### config.mk
export PLATFORM = sky130hd
export DESIGN_NAME = ecc_status_scanner
export DESIGN_NICKNAME = d
export VERILOG_FILES = /design/src/rtl/ecs_pkg.sv /design/src/rtl/ecs_word_span.sv /design/src/rtl/ecs_lane_decode.sv /design/src/rtl/ecs_peak.sv /design/src/rtl/ecc_status_scanner.sv
export SDC_FILE = /design/constraint.sdc
export NUM_CORES = 1
export LEC_CHECK = 0
export ABC_AREA = 0
export BUFFER_PORTS_ARGS = -buffer_cell sky130_fd_sc_hd__buf_2
export CAP_MARGIN = 20
export CORE_MARGIN = 4
export CORE_UTILIZATION = 25
export DETAILED_ROUTE_END_ITERATION = 8
export GPL_TIMING_DRIVEN = 1
export PLACE_DENSITY = 0.51
export SLEW_MARGIN = 20
export SYNTH_ARGS = -nofsm -noshare
export SYNTH_HDL_FRONTEND = slang
export SYNTH_SLANG_ARGS = --single-unit
### constraint.sdc
create_clock -name clk -period 2.7 [get_ports clk]
set_input_delay 0.27 -clock clk [delete_from_list [all_inputs] [get_ports clk]]
set_output_delay 0.27 -clock clk [all_outputs]
set_load 0.05 [all_outputs]
### src/rtl/ecs_pkg.sv
// Shared constants and types for the ECC status scanner.
// Assumes a 32-bit status word carrying four 8-bit sector lanes.
package ecs_pkg;
    localparam int WORD_W  = 32;
    localparam int LANES   = 4;
    localparam int LANE_W  = WORD_W / LANES;
    localparam int CODE_W  = 2;
    localparam int CNT_W   = 5;
    localparam int CNT_LSB = CODE_W;
    localparam logic [CODE_W-1:0] CODE_FIXABLE = 2'b01;

    typedef enum logic [2:0] {
        ST_IDLE,
        ST_WORD,
        ST_LANE,
        ST_REQ,
        ST_FINISH
    } scan_state_t;
endpackage

### src/rtl/ecs_word_span.sv
// Converts a sector count into the index of the last status word to read.
// Assumes four sectors per word; at least one word, at most MAX_WORDS.
module ecs_word_span #(
    parameter int MAX_WORDS = 4,
    parameter int SCNT_W    = 5,
    parameter int WADDR_W   = 2
) (
    input  logic [SCNT_W-1:0]  sector_count,
    output logic [WADDR_W-1:0] last_word
);
    logic [SCNT_W-1:0] quarter;

    // Purpose: divide by four, then clamp into the range 1..MAX_WORDS.
    always_comb begin
        quarter = sector_count >> 2;
        if (quarter == '0) begin
            last_word = '0;
        end else if (quarter >= SCNT_W'(MAX_WORDS)) begin
            last_word = WADDR_W'(MAX_WORDS - 1);
        end else begin
            last_word = WADDR_W'(quarter - SCNT_W'(1));
        end
    end
endmodule

### src/rtl/ecs_lane_decode.sv
// Classifies one 8-bit sector lane as clean, fixable or lost, and extracts
// its error count. Assumes code in bits [1:0] and count in bits [6:2].
module ecs_lane_decode
    import ecs_pkg::*;
(
    input  logic [LANE_W-1:0] lane,
    output logic              is_clean,
    output logic              is_fixable,
    output logic [CNT_W-1:0]  count
);
    // Purpose: decode the lane fields.
    always_comb begin
        is_clean   = (lane == '0);
        is_fixable = (lane[CODE_W-1:0] == CODE_FIXABLE);
        count      = lane[CNT_LSB +: CNT_W];
    end
endmodule

### src/rtl/ecs_peak.sv
// Running maximum of error counts. Assumes clear and load never coincide
// in a way that matters: clear wins.
module ecs_peak #(
    parameter int CNT_W = 5
) (
    input  logic             clk,
    input  logic             rst_n,
    input  logic             clear,
    input  logic             load,
    input  logic [CNT_W-1:0] value,
    output logic [CNT_W-1:0] peak
);
    // Purpose: hold the largest value loaded since the last clear.
    always_ff @(posedge clk) begin
        if (!rst_n) begin
            peak <= '0;
        end else if (clear) begin
            peak <= '0;
        end else if (load && (value > peak)) begin
            peak <= value;
        end
    end
endmodule

### src/rtl/ecc_status_scanner.sv
// Walks a bank of packed per-sector ECC status words, issues one correct
// request per fixable sector with a done handshake, tracks the peak error
// count, and aborts on the first lost sector.
// Assumes the status read port returns data combinationally for rd_addr.
module ecc_status_scanner
    import ecs_pkg::*;
#(
    parameter  int MAX_SECTORS = 16,
    localparam int MAX_WORDS   = MAX_SECTORS / LANES,
    localparam int WADDR_W     = (MAX_WORDS > 1) ? $clog2(MAX_WORDS) : 1,
    localparam int LIDX_W      = $clog2(LANES),
    localparam int SEC_W       = WADDR_W + LIDX_W,
    localparam int SCNT_W      = $clog2(MAX_SECTORS + 1)
) (
    input  logic               clk,
    input  logic               rst_n,
    input  logic               start,
    input  logic [SCNT_W-1:0]  sector_count,
    output logic               rd_en,
    output logic [WADDR_W-1:0] rd_addr,
    input  logic [WORD_W-1:0]  rd_data,
    output logic               fix_valid,
    output logic [SEC_W-1:0]   fix_sector,
    output logic [CNT_W-1:0]   fix_count,
    input  logic               fix_done,
    output logic               done,
    output logic [CNT_W-1:0]   max_flips,
    output logic               uncorrectable
);
    scan_state_t        state;
    logic [WADDR_W-1:0] word_idx;
    logic [WADDR_W-1:0] last_q;
    logic [WADDR_W-1:0] span_last;
    logic [LIDX_W-1:0]  lane_idx;
    logic [WORD_W-1:0]  word_q;
    logic [SEC_W-1:0]   sec_q;
    logic [CNT_W-1:0]   cnt_q;
    logic               fail_q;

    logic [LANES-1:0]   l_clean;
    logic [LANES-1:0]   l_fix;
    logic [CNT_W-1:0]   l_cnt [LANES];

    logic               cur_clean;
    logic               cur_fix;
    logic [CNT_W-1:0]   cur_cnt;
    logic               at_last_lane;
    logic               at_last_word;
    logic               scan_idle;
    logic               take_start;
    logic               peak_load;

    ecs_word_span #(
        .MAX_WORDS (MAX_WORDS),
        .SCNT_W    (SCNT_W),
        .WADDR_W   (WADDR_W)
    ) u_span (
        .sector_count (sector_count),
        .last_word    (span_last)
    );

    for (genvar g = 0; g < LANES; g++) begin : g_lane
        ecs_lane_decode u_dec (
            .lane       (word_q[g*LANE_W +: LANE_W]),
            .is_clean   (l_clean[g]),
            .is_fixable (l_fix[g]),
            .count      (l_cnt[g])
        );
    end

    // Purpose: select the decode of the lane under examination.
    always_comb begin
        cur_clean    = l_clean[lane_idx];
        cur_fix      = l_fix[lane_idx];
        cur_cnt      = l_cnt[lane_idx];
        at_last_lane = (lane_idx == LIDX_W'(LANES - 1));
        at_last_word = (word_idx == last_q);
        scan_idle    = (state == ST_IDLE);
        take_start   = scan_idle && start;
        peak_load    = (state == ST_LANE) && !cur_clean && cur_fix;
    end

    ecs_peak #(
        .CNT_W (CNT_W)
    ) u_peak (
        .clk   (clk),
        .rst_n (rst_n),
        .clear (take_start),
        .load  (peak_load),
        .value (cur_cnt),
        .peak  (max_flips)
    );

    // Purpose: scan sequencer, one word read or one lane decision per cycle.
    always_ff @(posedge clk) begin
        if (!rst_n) begin
            state    <= ST_IDLE;
            word_idx <= '0;
            last_q   <= '0;
            lane_idx <= '0;
            word_q   <= '0;
            sec_q    <= '0;
            cnt_q    <= '0;
            fail_q   <= 1'b0;
        end else begin
            case (state)
                ST_IDLE: begin
                    if (start) begin
                        last_q   <= span_last;
                        word_idx <= '0;
                        fail_q   <= 1'b0;
                        state    <= ST_WORD;
                    end
                end
                ST_WORD: begin
                    word_q   <= rd_data;
                    lane_idx <= '0;
                    if (rd_data != '0) begin
                        state <= ST_LANE;
                    end else if (at_last_word) begin
                        state <= ST_FINISH;
                    end else begin
                        word_idx <= word_idx + WADDR_W'(1);
                        state    <= ST_WORD;
                    end
                end
                ST_LANE: begin
                    if (!cur_clean && cur_fix) begin
                        sec_q <= {word_idx, lane_idx};
                        cnt_q <= cur_cnt;
                        state <= ST_REQ;
                    end else if (!cur_clean) begin
                        fail_q <= 1'b1;
                        state  <= ST_FINISH;
                    end else if (!at_last_lane) begin
                        lane_idx <= lane_idx + LIDX_W'(1);
                    end else if (at_last_word) begin
                        state <= ST_FINISH;
                    end else begin
                        word_idx <= word_idx + WADDR_W'(1);
                        state    <= ST_WORD;
                    end
                end
                ST_REQ: begin
                    if (fix_done) begin
                        if (!at_last_lane) begin
                            lane_idx <= lane_idx + LIDX_W'(1);
                            state    <= ST_LANE;
                        end else if (at_last_word) begin
                            state <= ST_FINISH;
                        end else begin
                            word_idx <= word_idx + WADDR_W'(1);
                            state    <= ST_WORD;
                        end
                    end
                end
                ST_FINISH: begin
                    state <= ST_IDLE;
                end
                default: begin
                    state <= ST_IDLE;
                end
            endcase
        end
    end

    // Purpose: drive the block outputs from the sequencer state.
    always_comb begin
        rd_en         = (state == ST_WORD);
        rd_addr       = word_idx;
        fix_valid     = (state == ST_REQ);
        fix_sector    = sec_q;
        fix_count     = cnt_q;
        done          = (state == ST_FINISH);
        uncorrectable = fail_q;
    end
endmodule

; Yosys cells after proc, flatten, opt, wreduce, memory -nomap -nowiden
; Index checks and enable logic that the tools add are counted.
; W data, S select, Z words.
[classes]
magnitude_cmp = 4
n_eq_ne = 17
addsub = 3
mux = 35
n_bitwise = 2
reduce_logical = 23
[op_table]
columns = cell, count
row1 = $logic_not A8 Y1, 4
row2 = $reduce_bool A32 Y1, 1
row3 = $mux W2, 13
row4 = $mux W3, 8
row5 = $pmux W3 S4, 1
row6 = $bmux W5 S2, 1
row7 = $mux W5, 2
row8 = $ne A2 B2 Y1 const B, 5
row9 = $eq A2 B1 Y1 const B, 4
row10 = $pmux W2 S4, 1
row11 = $reduce_and A4 Y1, 2
row12 = $eq A3 B2 Y1 const B, 2
row13 = $ge A3 B3 Y1 const B, 2
row14 = $pmux W2 S3, 1
row15 = $reduce_and A6 Y1, 1
row16 = $gt A5 B5 Y1, 1
row17 = $logic_and A1 B1 Y1, 5
row18 = $logic_not A5 Y1, 1
row19 = $mux W1, 5
row20 = $add A2 B1 Y2 const B, 2
row21 = $bmux W1 S2, 2
row22 = $ne A4 B3 Y1 const B, 1
row23 = $reduce_and A2 Y1, 2
row24 = $reduce_bool A4 Y1, 1
row25 = 16 further kinds, 16
[word_totals]
input_bits = 41
wordCells = 93
regBits = 56
out_inout_bits = 20

; Longest topological paths before layout
[logic_depth]
word_depth = 7
mapped_depth = 10
mapped_depth_nobuf = 9

; Hierarchy
; A second synthesis with hierarchy kept.
[hier_totals]
cells_unflattened = 362
hier_area_um2 = 2957.8
[modules_own_cells]
columns = mod, instances, cells_each, seq_area_each_um2, area_each_um2
row1 = ecc_status_scanner, 1, 281, 1021.0, 2318.5
row2 = ecs_peak, 1, 40, 100.1, 349.1
row3 = ecs_lane_decode, 4, 9, 0.0, 63.8
row4 = ecs_word_span, 1, 5, 0.0, 35.0

; Least setup slack after synthesis
; OpenSTA, ideal clock, no wires.
[synth_timing]
path_kind = register to register
start = reg lane_idx[1]
end = reg u_peak.peak[2]
synth_period_minus_slack_ns = 2.603
path_buffers = 1
setup_ns = 0.116
required_time_ns = 2.584
setup_slack_ns = 0.097
arrival_time_ns = 2.487
stages_incl_launch_ff = 10
path_cell_list = dfxtp_1 clkbuf_1 mux4_2 ha_1 nor2b_1 o21ai_0 a21oi_1 a211oi_1 nor3_2 o211a_1
[synth_between]
elab_chain_len = 6
word_cells_on_any_way = 13
classes_between = order compare (1) / mux (7) / bitwise (1) / reduce/logical (4)
[synth_lines]
columns = item, line
row1 = from (decl), ecc_status_scanner.sv:34  ; logic [LIDX_W-1:0] lane_idx;
row2 = from (signal assigned), ecc_status_scanner.sv:136  ; lane_idx <= lane_idx + LIDX_W'(1);
row3 = from (signal assigned), ecc_status_scanner.sv:147  ; lane_idx <= lane_idx + LIDX_W'(1);
row4 = $not A2 Y3 (not written as such), ecc_status_scanner.sv:75  ; cur_cnt = l_cnt[lane_idx];
row5 = $bmux W5 S2, ecc_status_scanner.sv:75
row6 = $mux W5 (not written as such) (2 in series), ecc_status_scanner.sv:75
row7 = named net cur_cnt[1], ecc_status_scanner.sv:46  ; logic [CNT_W-1:0] cur_cnt;
row8 = $gt A5 B5 Y1, ecs_peak.sv:19  ; end else if (load && (value > peak)) begin
row9 = $logic_and A1 B1 Y1, ecs_peak.sv:19
row10 = to (signal assigned), ecs_peak.sv:20  ; peak <= value;
row11 = to (decl), ecs_peak.sv:11  ; output logic [CNT_W-1:0] peak
; The timed path passes the listed nets, and every way through them passes these cells. The select of a mux whose other input is x is not followed.
; A chain may end at the register's enable or synchronous reset.

; Final worst setup path
[layout_timing]
start = reg lane_idx[1]
end = reg u_peak.peak[2]
[layout_between]
elab_chain_len = 6
word_cells_on_any_way = 13
classes_between = order compare (1) / mux (7) / bitwise (1) / reduce/logical (4)
[layout_lines]
columns = item, line
row1 = $not A2 Y3 (not written as such) or $bmux W1 S2 (tied branches), "ecc_status_scanner.sv:75, ecc_status_scanner.sv:73"
row2 = $bmux W5 S2 or $mux W1 (tied branches), "ecc_status_scanner.sv:75, ecc_status_scanner.sv:73"
row3 = $mux W5 (not written as such) or $logic_not A1 Y1 (tied branches), --
row4 = $mux W5 (not written as such) or $logic_and A1 B1 Y1 (tied branches), "ecc_status_scanner.sv:75, ecc_status_scanner.sv:80"
row5 = $gt A5 B5 Y1 or $logic_and A1 B1 Y1 (tied branches), "ecs_peak.sv:19, ecc_status_scanner.sv:80"
row6 = $logic_and A1 B1 Y1, ecs_peak.sv:19
; Parallel ways exist; a longest one is shown, timed or not. The select of a mux whose other input is x is not followed.

==> qor.yml <==
run_status: "finished clean"
p_sw_mw: 1.21
clockRootBuffer: "clkbuf_16"
setup_violations: 0
grt_pass1_vias: 2537
synth-edff-count: 0
crit_fanout: 13
clkTransAtPathRegs_ns: 0.07
numCtsBuffers: 5
start_kind: "flip-flop"
postSynthNetCount: 385
grt-ovfl-total: 0
path_class: "reg -> reg"
synth_warnings: 0
start_util_pct: 25.9
cpPeakStageDelay_ns: 0.54
syn_area_um2: 2840
ctsHoldBuffers: 0
slew_headroom_pct: 53.8
ys_ff_latch: 56
io_buffers: 58
synthFlopType: "dfxtp_1"
final_hold_viol_count: 0
static-leakage-power_nw: 1.41
power.density_nw_per_um2: 868
synth.distinct_cells: 44
diodes: 0
syn_to_final_growth_pct: 20.2
p_comb_share_pct: 39.7
slew_viol_final: 0
htreeDepth: 2
yosysTopAreaCell: "dfxtp_1"
vias_per_cell: 4.74
synth_top_area_share_pct: 39.4
gp_congestion: 0.838
wirelength_um: 7490
arrival_ns: 2.61
dr.pass1.iters: 4
fmax_mhz: 413
maxCapViolations: 0
worst_hold_path_type: "in -> reg"
post_cts_buffers: 0
cts_num_sinks: 56
cts_tree: "built"
nets: 438
p_int_mw: 1.76
cts_buffer_depth: 2
drcViolationCount: 0
cp_slowest_cell: "mux4_2"
pwr-share-clk_pct: 21.7
synth_area_leaders: "dfxtp_1 (39%), nand2_1 (11%), a21boi_0 (8.7%)"
numPlacedInstances: 523
power_switching_share_pct: 40.8
ys_seq_area_share_pct: 39.4
die_w_um: 115
peakVddDrop_mv: 0.340
routedWlPerCell_um: 14.1
tightest_slew_ns: 0.691
cp_data_required_time_ns: 2.89
die_h_um: 115
grt_max_degree: 36
synthTopCellsByCount: "nand2_1 (84), dfxtp_1 (56), a21boi_0 (33), nor2b_1 (18), nor2_1 (15)"
nFillCells: 1177
rsz0062_at_grt: "false"
hold-worst-slack_ns: 0.232
crit_chain: "buf_4 -> mux4_2 -> inv_1 -> ha_1 -> nor2b_1 -> o21ai_0 -> a21oi_1 -> a211oi_1 -> nor3_2 -> o211a_1"
layout-drive-gt1-share_pct: 21.2
avgSynthCellArea_um2: 8.44
async_reset_ff_share_pct: 0
power.share.sequential_pct: 38.6
synthCells: 337
grt_pass1_wl_um: 12400
first_iter_violations: 94
die_area_um2: 13100
ant_nets: 0
clk_latency_ns: 0.29
io_pins: 61
track_usage_pct: 11.8
cts_resized: 0
crit_path_end_kind: "flip-flop"
period_share_pct: 89.8
row_count: 38
post-synth-top-count-cell: "nand2_1"
dr_total_vias: 2518
period_minus_slack_ns: 2.42
tns_ns: 0
stdcell_count: 531
finClkSkew_ns: 0.00596
coreArea_um2: 11000
grt_antenna_before_repair: 0
place_hpwl_um: 5940
## metal layers
metal | up-vias | share of wire, % | wire length [um] | GRT usage [%]
li1 | 1286 | - | - | -
met1 | 1178 | 50 | 3740 | 15.9
met2 | 48 | 45 | 3340 | 18.9
met3 | 6 | 4.0 | 303 | 2.06
met4 | 0 | 1.4 | 108 | 3.88
met5 | - | 0 | 0 | 0
## through the flow
| stage | area, um2 | utilization [%] | setup slack, ns | total power [mW] |
|---|---|---|---|---|
| after floorplan | 2840 | - | 0.0971 | 2.02 |
| after global placement | 3270 | 29.8 | 0.238 | 2.32 |
| after detailed placement | 3270 | 29.8 | 0.159 | 2.34 |
| after CTS | 3420 | 31.1 | 0.145 | 3.00 |
| after global routing | 3420 | 31.1 | 0.0999 | 3.22 |
| final | 3420 | 31.1 | 0.276 | 2.97 |
## state kept, by name, indices dropped and copies added (netlist names)
register	flops
fix_sector	4
word_q	32
u_peak.peak	5
uncorrectable	1
lane_idx	2
last_q	2
state	3
rd_addr	2
fix_count	5
## layout make-up
class | instances | area (um2) | area share (%)
tap | 140 | 175 | 5.12
timing repair buffer | 64 | 335 | 9.81
multi-input combinational | 252 | 1600 | 46.8
clock inverter | 3 | 18.8 | 0.549
sequential | 56 | 1120 | 32.8
inverter | 11 | 41.3 | 1.21
clock buffer | 5 | 125 | 3.66
## critical path: cells and delay by family (launching register included)
kind | cells | cell delay, ns
simple gates | 2 | 0.19
flops | 1 | 0.36
buf+inv | 2 | 0.31
compound gates | 4 | 0.77
mux | 1 | 0.54
fa+ha+maj | 1 | 0.14
## power by group through the flow
stage | sequential [mW] | combinational (mW) | clock, mW
after floorplan | 1.11 | 0.911 | 0
after global placement | 1.16 | 1.16 | 0
after detailed placement | 1.16 | 1.18 | 0
after CTS | 1.14 | 1.18 | 0.668
after global routing | 1.17 | 1.35 | 0.706
final | 1.14 | 1.18 | 0.645
## layout by cell type, fill, tap and decap left out, types with 10 or more instances in the layout
cell type and n:
nand2_1 84, buf_2 58, dfxtp_1 55, a21boi_0 33, nor2b_1 18, nor2_1 15, mux2i_1 13, nor4_1 12
inv_1 10
## worst paths after layout
path                    endpoint  slack (ns)  cells past startpoint         from
hold reg to reg       word_q[23]        0.47                      2   word_q[23]
setup reg to reg  u_peak.peak[2]        0.28                     10  lane_idx[1]
hold / removal        word_q[16]        0.23                      3  rd_data[16]
setup / recovery  u_peak.peak[2]        0.28                     10  lane_idx[1]
## logic make-up (layout without fill, tap and decap cells)
kind of cell / count (synthesis) / after routing / share of synthesized area, %
AOI/OAI and AO/OA: 62 / 62 / 15.9
xor gates and xnor gates: 2 / 2 / 0.616
adders and majority gates: 7 / 7 / 3.08
buffers and inverters: 29 / 83 / 4.27
DFF: 56 / 56 / 39.4
muxes: 19 / 19 / 9.33
and+or+nand+nor: 162 / 162 / 27.4
Note: power is estimated with default switching activity, not from simulation.
